**src/rtl/can_prot_pkg.sv**
```systemverilog
package can_prot_pkg;

    typedef enum logic [2:0] {
        PS_RESUME   = 3'd0,
        PS_RUN      = 3'd1,
        PS_BUSWAIT  = 3'd2,
        PS_FAILSAFE = 3'd3,
        PS_LOGICOFF = 3'd4
    } pwr_state_e;

    // Synchronizer lane positions
    localparam int LANE_TX  = 0;
    localparam int LANE_RX  = 1;
    localparam int LANE_LOK = 2;
    localparam int LANE_BOK = 3;
    localparam int LANE_OT  = 4;
    localparam int LANES    = 5;

endpackage

```
**src/rtl/cp_sync_bank.sv**
```systemverilog
module cp_sync_bank #(
    parameter int              W       = 1,
    parameter int              STAGES  = 2,
    parameter logic [W-1:0]    RST_VAL = '0
) (
    input  logic         clk,
    input  logic         rst_n,
    input  logic [W-1:0] d_i,
    output logic [W-1:0] q_o
);
    logic [W-1:0] stg_d [STAGES];
    logic [W-1:0] stg_q [STAGES];

    always_comb begin
        stg_d[0] = d_i;
        for (int i = 1; i < STAGES; i++) begin
            stg_d[i] = stg_q[i-1];
        end
    end

    always_ff @(posedge clk or negedge rst_n) begin
        if (!rst_n) begin
            for (int i = 0; i < STAGES; i++) stg_q[i] <= RST_VAL;
        end else begin
            for (int i = 0; i < STAGES; i++) stg_q[i] <= stg_d[i];
        end
    end

    assign q_o = stg_q[STAGES-1];
endmodule

```
**src/rtl/cp_dom_guard.sv**
```systemverilog
module cp_dom_guard #(
    parameter int TIMEOUT_CYC = 22500
) (
    input  logic clk,
    input  logic rst_n,
    input  logic tx_s,
    output logic trip_o
);
    localparam int TW = $clog2(TIMEOUT_CYC + 1);
    localparam logic [TW-1:0] LIM = TW'(TIMEOUT_CYC - 1);

    typedef struct packed {
        logic          tx_prev;
        logic          run;
        logic          trip;
        logic [TW-1:0] cnt;
    } guard_t;

    guard_t g_d, g_q;

    always_comb begin
        g_d         = g_q;
        g_d.tx_prev = tx_s;
        if (tx_s) begin
            g_d.run  = 1'b0;
            g_d.trip = 1'b0;
            g_d.cnt  = '0;
        end else if (g_q.tx_prev) begin
            g_d.run = 1'b1;
            g_d.cnt = TW'(1);
        end else if (g_q.run) begin
            if (g_q.cnt == LIM) begin
                g_d.run  = 1'b0;
                g_d.trip = 1'b1;
            end else begin
                g_d.cnt = g_q.cnt + TW'(1);
            end
        end
    end

    always_ff @(posedge clk or negedge rst_n) begin
        if (!rst_n) begin
            g_q <= '{tx_prev: 1'b1, run: 1'b0, trip: 1'b0, cnt: '0};
        end else begin
            g_q <= g_d;
        end
    end

    assign trip_o = g_q.trip;

    AST_TRIP_CLEARS: assert property (@(posedge clk) disable iff (!rst_n)
        (g_q.trip && tx_s) |=> !g_q.trip);
    AST_TRIP_ONLY_DOMINANT: assert property (@(posedge clk) disable iff (!rst_n)
        $rose(g_q.trip) |-> !$past(tx_s));
endmodule

```
**src/rtl/cp_supply_fsm.sv**
```systemverilog
module cp_supply_fsm
    import can_prot_pkg::*;
#(
    parameter int FAILSAFE_CYC = 300,
    parameter int RESUME_CYC   = 15000
) (
    input  logic       clk,
    input  logic       rst_n,
    input  logic       lok_s,
    input  logic       bok_s,
    output pwr_state_e state_o
);
    localparam int MAXC = (FAILSAFE_CYC > RESUME_CYC) ? FAILSAFE_CYC : RESUME_CYC;
    localparam int CW   = $clog2(MAXC + 1);
    localparam logic [CW-1:0] FS_LIM = CW'(FAILSAFE_CYC - 1);
    localparam logic [CW-1:0] RS_LIM = CW'(RESUME_CYC - 1);

    typedef struct packed {
        pwr_state_e    st;
        logic [CW-1:0] cnt;
    } fsm_t;

    fsm_t f_d, f_q;

    always_comb begin
        f_d = f_q;
        if (!lok_s) begin
            f_d.st  = PS_LOGICOFF;
            f_d.cnt = '0;
        end else if (!bok_s) begin
            case (f_q.st)
                PS_RUN: begin
                    f_d.st  = PS_BUSWAIT;
                    f_d.cnt = '0;
                end
                PS_BUSWAIT: begin
                    if (f_q.cnt == FS_LIM) f_d.st = PS_FAILSAFE;
                    else                   f_d.cnt = f_q.cnt + CW'(1);
                end
                default: begin
                    f_d.st  = PS_FAILSAFE;
                    f_d.cnt = '0;
                end
            endcase
        end else begin
            case (f_q.st)
                PS_RUN: f_d.st = PS_RUN;
                PS_RESUME: begin
                    if (f_q.cnt == RS_LIM) f_d.st = PS_RUN;
                    else                   f_d.cnt = f_q.cnt + CW'(1);
                end
                default: begin
                    f_d.st  = PS_RESUME;
                    f_d.cnt = '0;
                end
            endcase
        end
    end

    always_ff @(posedge clk or negedge rst_n) begin
        if (!rst_n) begin
            f_q <= '{st: PS_RESUME, cnt: '0};
        end else begin
            f_q <= f_d;
        end
    end

    assign state_o = f_q.st;

    AST_RUN_NEEDS_SUPPLIES: assert property (@(posedge clk) disable iff (!rst_n)
        (f_q.st == PS_RUN) |-> $past(lok_s && bok_s));
    AST_LOGIC_LOSS_STATE: assert property (@(posedge clk) disable iff (!rst_n)
        !lok_s |=> (f_q.st == PS_LOGICOFF));
endmodule

```
**src/rtl/can_tx_protect.sv**
```systemverilog
module can_tx_protect
    import can_prot_pkg::*;
#(
    parameter int TIMEOUT_CYC  = 22500,
    parameter int FAILSAFE_CYC = 300,
    parameter int RESUME_CYC   = 15000,
    parameter int SYNC_STAGES  = 2
) (
    input  logic clk,
    input  logic rst_n,
    input  logic host_tx_i,
    input  logic bus_rx_i,
    input  logic logic_pwr_ok_i,
    input  logic bus_pwr_ok_i,
    input  logic overtemp_i,
    output logic drv_en_o,
    output logic rxd_o,
    output logic rxd_oe_o
);
    localparam logic [LANES-1:0] SYNC_RST = 5'b0_1_1_1_1;

    logic [LANES-1:0] raw, syn;
    logic             tx_s, rx_s, lok_s, bok_s, ot_s;
    logic             trip;
    pwr_state_e       pstate;

    assign raw[LANE_TX]  = host_tx_i;
    assign raw[LANE_RX]  = bus_rx_i;
    assign raw[LANE_LOK] = logic_pwr_ok_i;
    assign raw[LANE_BOK] = bus_pwr_ok_i;
    assign raw[LANE_OT]  = overtemp_i;

    cp_sync_bank #(.W(LANES), .STAGES(SYNC_STAGES), .RST_VAL(SYNC_RST)) u_sync (
        .clk   (clk),
        .rst_n (rst_n),
        .d_i   (raw),
        .q_o   (syn)
    );

    assign tx_s  = syn[LANE_TX];
    assign rx_s  = syn[LANE_RX];
    assign lok_s = syn[LANE_LOK];
    assign bok_s = syn[LANE_BOK];
    assign ot_s  = syn[LANE_OT];

    cp_dom_guard #(.TIMEOUT_CYC(TIMEOUT_CYC)) u_guard (
        .clk    (clk),
        .rst_n  (rst_n),
        .tx_s   (tx_s),
        .trip_o (trip)
    );

    cp_supply_fsm #(.FAILSAFE_CYC(FAILSAFE_CYC), .RESUME_CYC(RESUME_CYC)) u_fsm (
        .clk     (clk),
        .rst_n   (rst_n),
        .lok_s   (lok_s),
        .bok_s   (bok_s),
        .state_o (pstate)
    );

    typedef struct packed {
        logic drv;
        logic rxd;
        logic oe;
    } out_t;

    out_t o_d, o_q;

    always_comb begin
        o_d.drv = (pstate == PS_RUN) && !tx_s && !trip && !ot_s;
        o_d.rxd = ((pstate == PS_RUN) || (pstate == PS_BUSWAIT)) ? rx_s : 1'b1;
        o_d.oe  = (pstate != PS_LOGICOFF);
    end

    always_ff @(posedge clk or negedge rst_n) begin
        if (!rst_n) begin
            o_q <= '{drv: 1'b0, rxd: 1'b1, oe: 1'b1};
        end else begin
            o_q <= o_d;
        end
    end

    assign drv_en_o = o_q.drv;
    assign rxd_o    = o_q.rxd;
    assign rxd_oe_o = o_q.oe;

    AST_HOT_NO_DRIVE: assert property (@(posedge clk) disable iff (!rst_n)
        ot_s |=> !drv_en_o);
    AST_TRIP_NO_DRIVE: assert property (@(posedge clk) disable iff (!rst_n)
        trip |=> !drv_en_o);
    AST_FAILSAFE_HIGH: assert property (@(posedge clk) disable iff (!rst_n)
        (pstate == PS_FAILSAFE) |=> rxd_o);
    AST_LOGIC_LOSS_OE: assert property (@(posedge clk) disable iff (!rst_n)
        !lok_s |=> ##1 !rxd_oe_o);
    AST_RECESSIVE_NO_DRIVE: assert property (@(posedge clk) disable iff (!rst_n)
        tx_s |=> !drv_en_o);
endmodule

```
**config.mk**
```make
export PLATFORM = sky130hd
export DESIGN_NAME = can_tx_protect
export DESIGN_NICKNAME = d
export VERILOG_FILES = /design/src/rtl/can_prot_pkg.sv /design/src/rtl/cp_sync_bank.sv /design/src/rtl/cp_dom_guard.sv /design/src/rtl/cp_supply_fsm.sv /design/src/rtl/can_tx_protect.sv
export SDC_FILE = /design/constraint.sdc
export NUM_CORES = 1
export LEC_CHECK = 0
export CORE_MARGIN = 4
export CORE_UTILIZATION = 41
export CTS_CLUSTER_SIZE = 25
export DETAILED_ROUTE_END_ITERATION = 7
export PLACE_DENSITY = 0.65
export SLEW_MARGIN = 5
export SYNTH_ARGS = -nofsm -noshare
export SYNTH_HDL_FRONTEND = slang
export SYNTH_SLANG_ARGS = --single-unit
```
**constraint.sdc**
```tcl
create_clock -name clk -period 2.1 [get_ports clk]
set_input_delay 0.42 -clock clk [delete_from_list [all_inputs] [get_ports clk]]
set_output_delay 0.42 -clock clk [all_outputs]
set_load 0.05 [all_outputs]
```
### Word-level counts from Yosys, hierarchy flattened

Cells that the tools add are included.

* memory bits (writable): 0
* latch bits: 0
* memories kept: 0
* word-level logic and storage cells: 58
* flip-flop bits (word level): 48
* output and inout bits: 3
* memory bits (read-only): 0

* bitwise logic cells: 0
* div/mod/pow operators: 0
* multiply operators: 0
* multiplexer cells: 17
* add/sub/neg operators: 2
* shifts and indexed selects: 0
* equality and inequality tests: 13
* reductions and logical operators: 15
* magnitude comparators: 0

Operators with widths (number)
* two-way mux 17 bit: 4
* one-hot mux 17 bit (2 select lines): 1
* two-way mux 15 bit: 2
* two-way mux 14 bit: 2
* one-hot mux 14 bit (2 select lines): 1
* adder 15 x 1 -> 15 bit, second input constant: 1
* == test 15 bit, second input constant: 1
* adder 14 x 1 -> 14 bit, second input constant: 1
* == test 14 bit, second input constant: 1
* == test 14 x 9 -> 1 bit, second input constant: 1
* != test 4 bit, second input constant: 2
* two-way mux 3 bit: 2
* != test 3 bit, second input constant: 2
* one-hot mux 3 bit (2 select lines): 1
* AND reduction 3 bit: 2
* != test 4 x 2 -> 1 bit, second input constant: 1
* != test 4 x 3 -> 1 bit, second input constant: 1
* AND reduction 2 bit: 2
* nonzero test 2 bit: 2
* == test 3 x 1 -> 1 bit, second input constant: 1
* == test 3 x 2 -> 1 bit, second input constant: 1
* logical AND 1 bit: 3
* logical NOT 1 bit: 3
* logical NOT 3 bit: 1
* other kinds (6): 8

### Longest topological paths before layout

* depth after elaboration: 5
* gate-level depth with buffers: 7
* gate-level depth less buffers: 6

### By module

A second synthesis with hierarchy kept.

* cell total of the unflattened synthesis: 217
* area, all modules: 2326.0 um2

Modules (own cells, without submodules)
* cp_supply_fsm: times used 1, area each 1033.5 um2, cells each 107
* cp_dom_guard: times used 1, area each 912.1 um2, cells each 91
* cp_sync_bank: times used 1, area each 260.2 um2, cells each 10
* can_tx_protect: times used 1, area each 120.1 um2, cells each 9

### Worst setup path after synthesis

OpenSTA, ideal clock, no wires.

* path kind: flip-flop to flip-flop
* start: reg u_guard.g_q[0] (netlist name)
* end: reg u_guard.g_q[4] (netlist name)
* arrival time: 1.842 ns
* path slack: 0.126 ns
* path buffers: 0
* period minus slack after synthesis: 1.974 ns
* stages on the path, launching flop included: 7
* library setup time: 0.132 ns
* required time: 1.968 ns
* path through: dfrtp_1 ha_1 or4b_4 o41a_4 nand4_1 xor2_1 nor2_1

* cells in the longest elaborated chain, start to end: 5
* elaborated cells on any way between the ends: 8
* classes of those cells: add/sub (1); eq/ne (2); mux (4); reduce/logical (1)

Ends and longest elaborated chain
* start, declared: RTL line cp_dom_guard.sv:19 `guard_t g_d, g_q;`
* start signal, assigned: RTL line cp_dom_guard.sv:43 `g_q <= '{tx_prev: 1'b1, run: 1'b0, trip: 1'b0, cnt: '0};`
* start signal, assigned: RTL line cp_dom_guard.sv:45 `g_q <= g_d;`
* adder 15 x 1 -> 15 bit: RTL line cp_dom_guard.sv:36 `g_d.cnt = g_q.cnt + TW'(1);`
* two-way mux 15 bit: RTL line cp_dom_guard.sv:32 `if (g_q.cnt == LIM) begin`
* two-way mux 17 bit: RTL line cp_dom_guard.sv:31 `end else if (g_q.run) begin`
* two-way mux 15 bit: RTL line cp_dom_guard.sv:28 `end else if (g_q.tx_prev) begin`
* two-way mux 17 bit: RTL line cp_dom_guard.sv:24 `if (tx_s) begin`

Parallel ways exist; a longest one is shown, timed or not. The select of a mux whose other input is x is not followed.
A chain may end at the register's enable or synchronous reset.

### Worst setup path in the final report

* start: reg o_q (netlist bit rxd_oe_o)
* end: out rxd_oe_o

RTL lines
* start, declared: RTL line can_tx_protect.sv:67 `out_t o_d, o_q;`
* start signal, assigned: RTL line can_tx_protect.sv:77 `o_q <= '{drv: 1'b0, rxd: 1'b1, oe: 1'b1};`
* end, declared: RTL line can_tx_protect.sv:18 `output logic rxd_oe_o`

No word-level cell between the ends.

==> flow_metrics.py <==
metrics = {
    "clock_tree": {
        "clock_latency_ns": 0.30,
        "numCtsBuffers": 5,
        "clkTransAtPathRegs_ns": 0.09,
        "cts_num_sinks": 48,
        "cts_tree": "done",
        "cts_buffer_depth": 2,
        "root_buffer": "clkbuf_8",
        "htreeDepth": 2,
        "hold_buffers": 0,
    },
    "floorplanning": {
        "io_pins": 10,
        "coreArea_mm2": 0.00514,
        "placementRows": 26,
        "start_util_pct": 42.7,
        "die_area_mm2": 0.00659,
        "die_y_um": 81.2,
        "die_w_um": 81.2,
    },
    "critical_path": {
        "cp.required_ns": 1.68,
        "critPathTopFamily": "buffers and inverters",
        "path_max_fanout": 1,
        "path_cells": "clkdlybuf4s50_1",
        "path_class": "reg -> out",
        "cp-startpoint": "rxd_oe_o",
        "worstSetupEndpointType": "primary output",
        "arrival_ns": 1.61,
        "worst_setup_path_start_kind": "register",
        "cp_slowest_cell": "clkdlybuf4s50_1",
        "r2r_start": "u_guard.g_q[1]",
        "critPathMaxStageDelay_ns": 0.79,
        "crit_buf_inv": 1,
    },
    "yosys": {
        "synth_common_cells": "dfrtp_1, nor2_1, nand3_1",
        "synth_nets": 216,
        "synth_seq_area_share_pct": 55.3,
        "netlist_instances": 207,
        "syn-cell-area_mm2": 0.00220,
        "synth_area_leader_cell": "dfrtp_1",
        "ys_warn_count": 0,
        "yosysMostFrequentCell": "dfrtp_1",
        "syn_area_per_cell_um2": 10.6,
        "synth_top_flop_cell": "dfrtp_1",
        "synth-seq-cells": 48,
        "synth_area_leaders": "dfrtp_1, dfstp_2, nor2_1, xor2_1, nand3_1",
        "synth_cell_types": 42,
        "synth_top_area_share_pct": 42.1,
        "ys_async_sr_fraction_pct": 100,
        "synth-edff-count": 0,
    },
    "timing": {
        "clock-skew-final_ns": 0.00745,
        "layout_min_cycle_time_ns": 2.03,
        "final.setup.tns_ns": 0,
        "worstMarginPinSlew_ns": 0.513,
        "period_share_pct": 96.9,
        "whs_ns": 0.0506,
        "hold_viol": 0,
        "fmax_mhz": 492,
        "maxSlewViolCount": 0,
        "slew_headroom_pct": 65.7,
        "setup_viol": 0,
    },
    "finish": {
        "syn2layout_area_growth_pct": 17.0,
        "n_antenna_cell": 0,
        "nNetsFinal": 241,
        "drive_gt1_share_pct": 18.9,
    },
    "pwr": {
        "ir_worst_vdd_mv": 0.486,
        "power.density_mw_per_mm2": 678,
        "p_leak_uw": 0.00106,
    },
    "min_path": {
        "hold_path_class": "in -> async",
    },
    "grt": {
        "grt_start_max_net_pins": 22,
        "grt_usage_pct": 14.7,
        "grt-ovfl-total": 0,
        "grt_pass1_wl_um": 7470,
        "grt_antenna_before_repair": 0,
        "grt_pass1_vias": 1626,
    },
    "drt": {
        "detail-route-antenna-nets": 0,
        "drc": 0,
        "wire_per_inst_um": 13.3,
        "routed_wl_um": 4020,
        "post_drt_via_cell_ratio": 5.26,
        "first_iter_violations": 115,
        "first_pass_iters": 4,
        "dr_total_vias": 1593,
    },
    "placement": {
        "dp_hpwl_um": 2890,
        "gp_congestion": 0.878,
        "io_buffers": 9,
    },
    "flow_run": {
        "maxCapViolCount": 0,
    },
    "outcome": {
        "status": "complete, no violations",
    },
}
==> area by class of cell <==
type                            count  area [um^2]
Clock inverter                      3         42.5
Tap cell                           70         87.6
Inverter                            4         15.0
Multi-Input combinational cell    149          945
Timing Repair Buffer               24          198
Clock buffer                        5         68.8
Sequential cell                    48         1210
Fill cell                         514         2570
==> cells in the final DEF (no fill, tap or decap), drive strengths merged, types with 2 or more instances in the layout <==
cell / instances
clkdlybuf4s50: 8
nor2: 36
xnor2: 6
nor4b: 2
xor2: 13
clkbuf: 5
nor3: 3
and3: 6
or4b: 4
dfrtp: 37
nand4: 7
dfstp: 11
or3: 2
ha: 2
a21oi: 5
o2111a: 2
nor3b: 2
o21ai: 12
or2: 2
inv: 4
o31ai: 6
and2: 2
buf: 16
nand3: 15
nand2: 7
==> state kept, by name, indices dropped and copies added, names as in the netlist <==
name and count:
u_guard.g_q 17, u_fsm.f_q 14, u_sync.q_o 5, u_sync.stg_d 5, u_fsm.state_o 3, drv_en_o 1
rxd_o 1, rxd_oe_o 1, u_guard.trip_o 1
==> kinds of logic after synthesis <==
group / Yosys count / share of synthesized area (%)
simple gates: 95 / 23.1
flops: 48 / 55.3
compound gates: 32 / 10.6
xor+xnor: 19 / 7.57
buf+inv: 10 / 1.82
fa+ha+maj: 2 / 1.14
mux: 1 / 0.456
==> metal layers <==
layer | track usage, % | vias up | routed length (um)
met5 | 0 | - | 0
li1 | - | 788 | -
met4 | 5.57 | 0 | 67
met3 | 3.33 | 7 | 131
met2 | 22.3 | 25 | 1750
met1 | 20.6 | 773 | 2070
==> stage by stage <==
stage | utilization (%) | setup WS (ns) | std cells | power (uW) | area (um^2)
2_1_floorplan | - | 0.126 | 207 | 1040 | 2200
3_3_place_gp | 47.7 | 0.0997 | 294 | 1100 | 2450
3_5_place_dp | 47.7 | 0.0639 | 294 | 1100 | 2450
4_1_cts | 49.8 | 0.0472 | 302 | 1770 | 2560
5_1_grt | 50.0 | -0.00985 | 303 | 1820 | 2570
6_report | 50.0 | 0.0657 | 303 | 1740 | 2570
==> worst paths after layout <==
path | cells after the start | slack (ns) | end
setup / recovery | 1 | 0.07 | rxd_oe_o
hold / removal | 1 | 0.05 | u_fsm.f_q[11]
setup reg to reg | 6 | 0.09 | u_guard.g_q[4]
hold reg to reg | 0 | 0.36 | u_sync.q_o[0]
max in group asynchronous | 2 | 1.42 | u_sync.q_o[0]
min in group clk | 0 | 0.36 | u_sync.q_o[0]
==> repair_timing <==
item | CTS | global route
gates resized for setup | 0 | 1
buffers inserted | 0 | 1
setup endpoints to repair | 0 | 3
==> power by group <==
part	leakage [uW]	internal (uW)	switching, uW
clock network	0.0000541	352	308
logic	0.000385	46.9	65.3
registers	0.000620	954	16.6
total	0.00106	1350	390
Power figures use the tool's default switching activity.
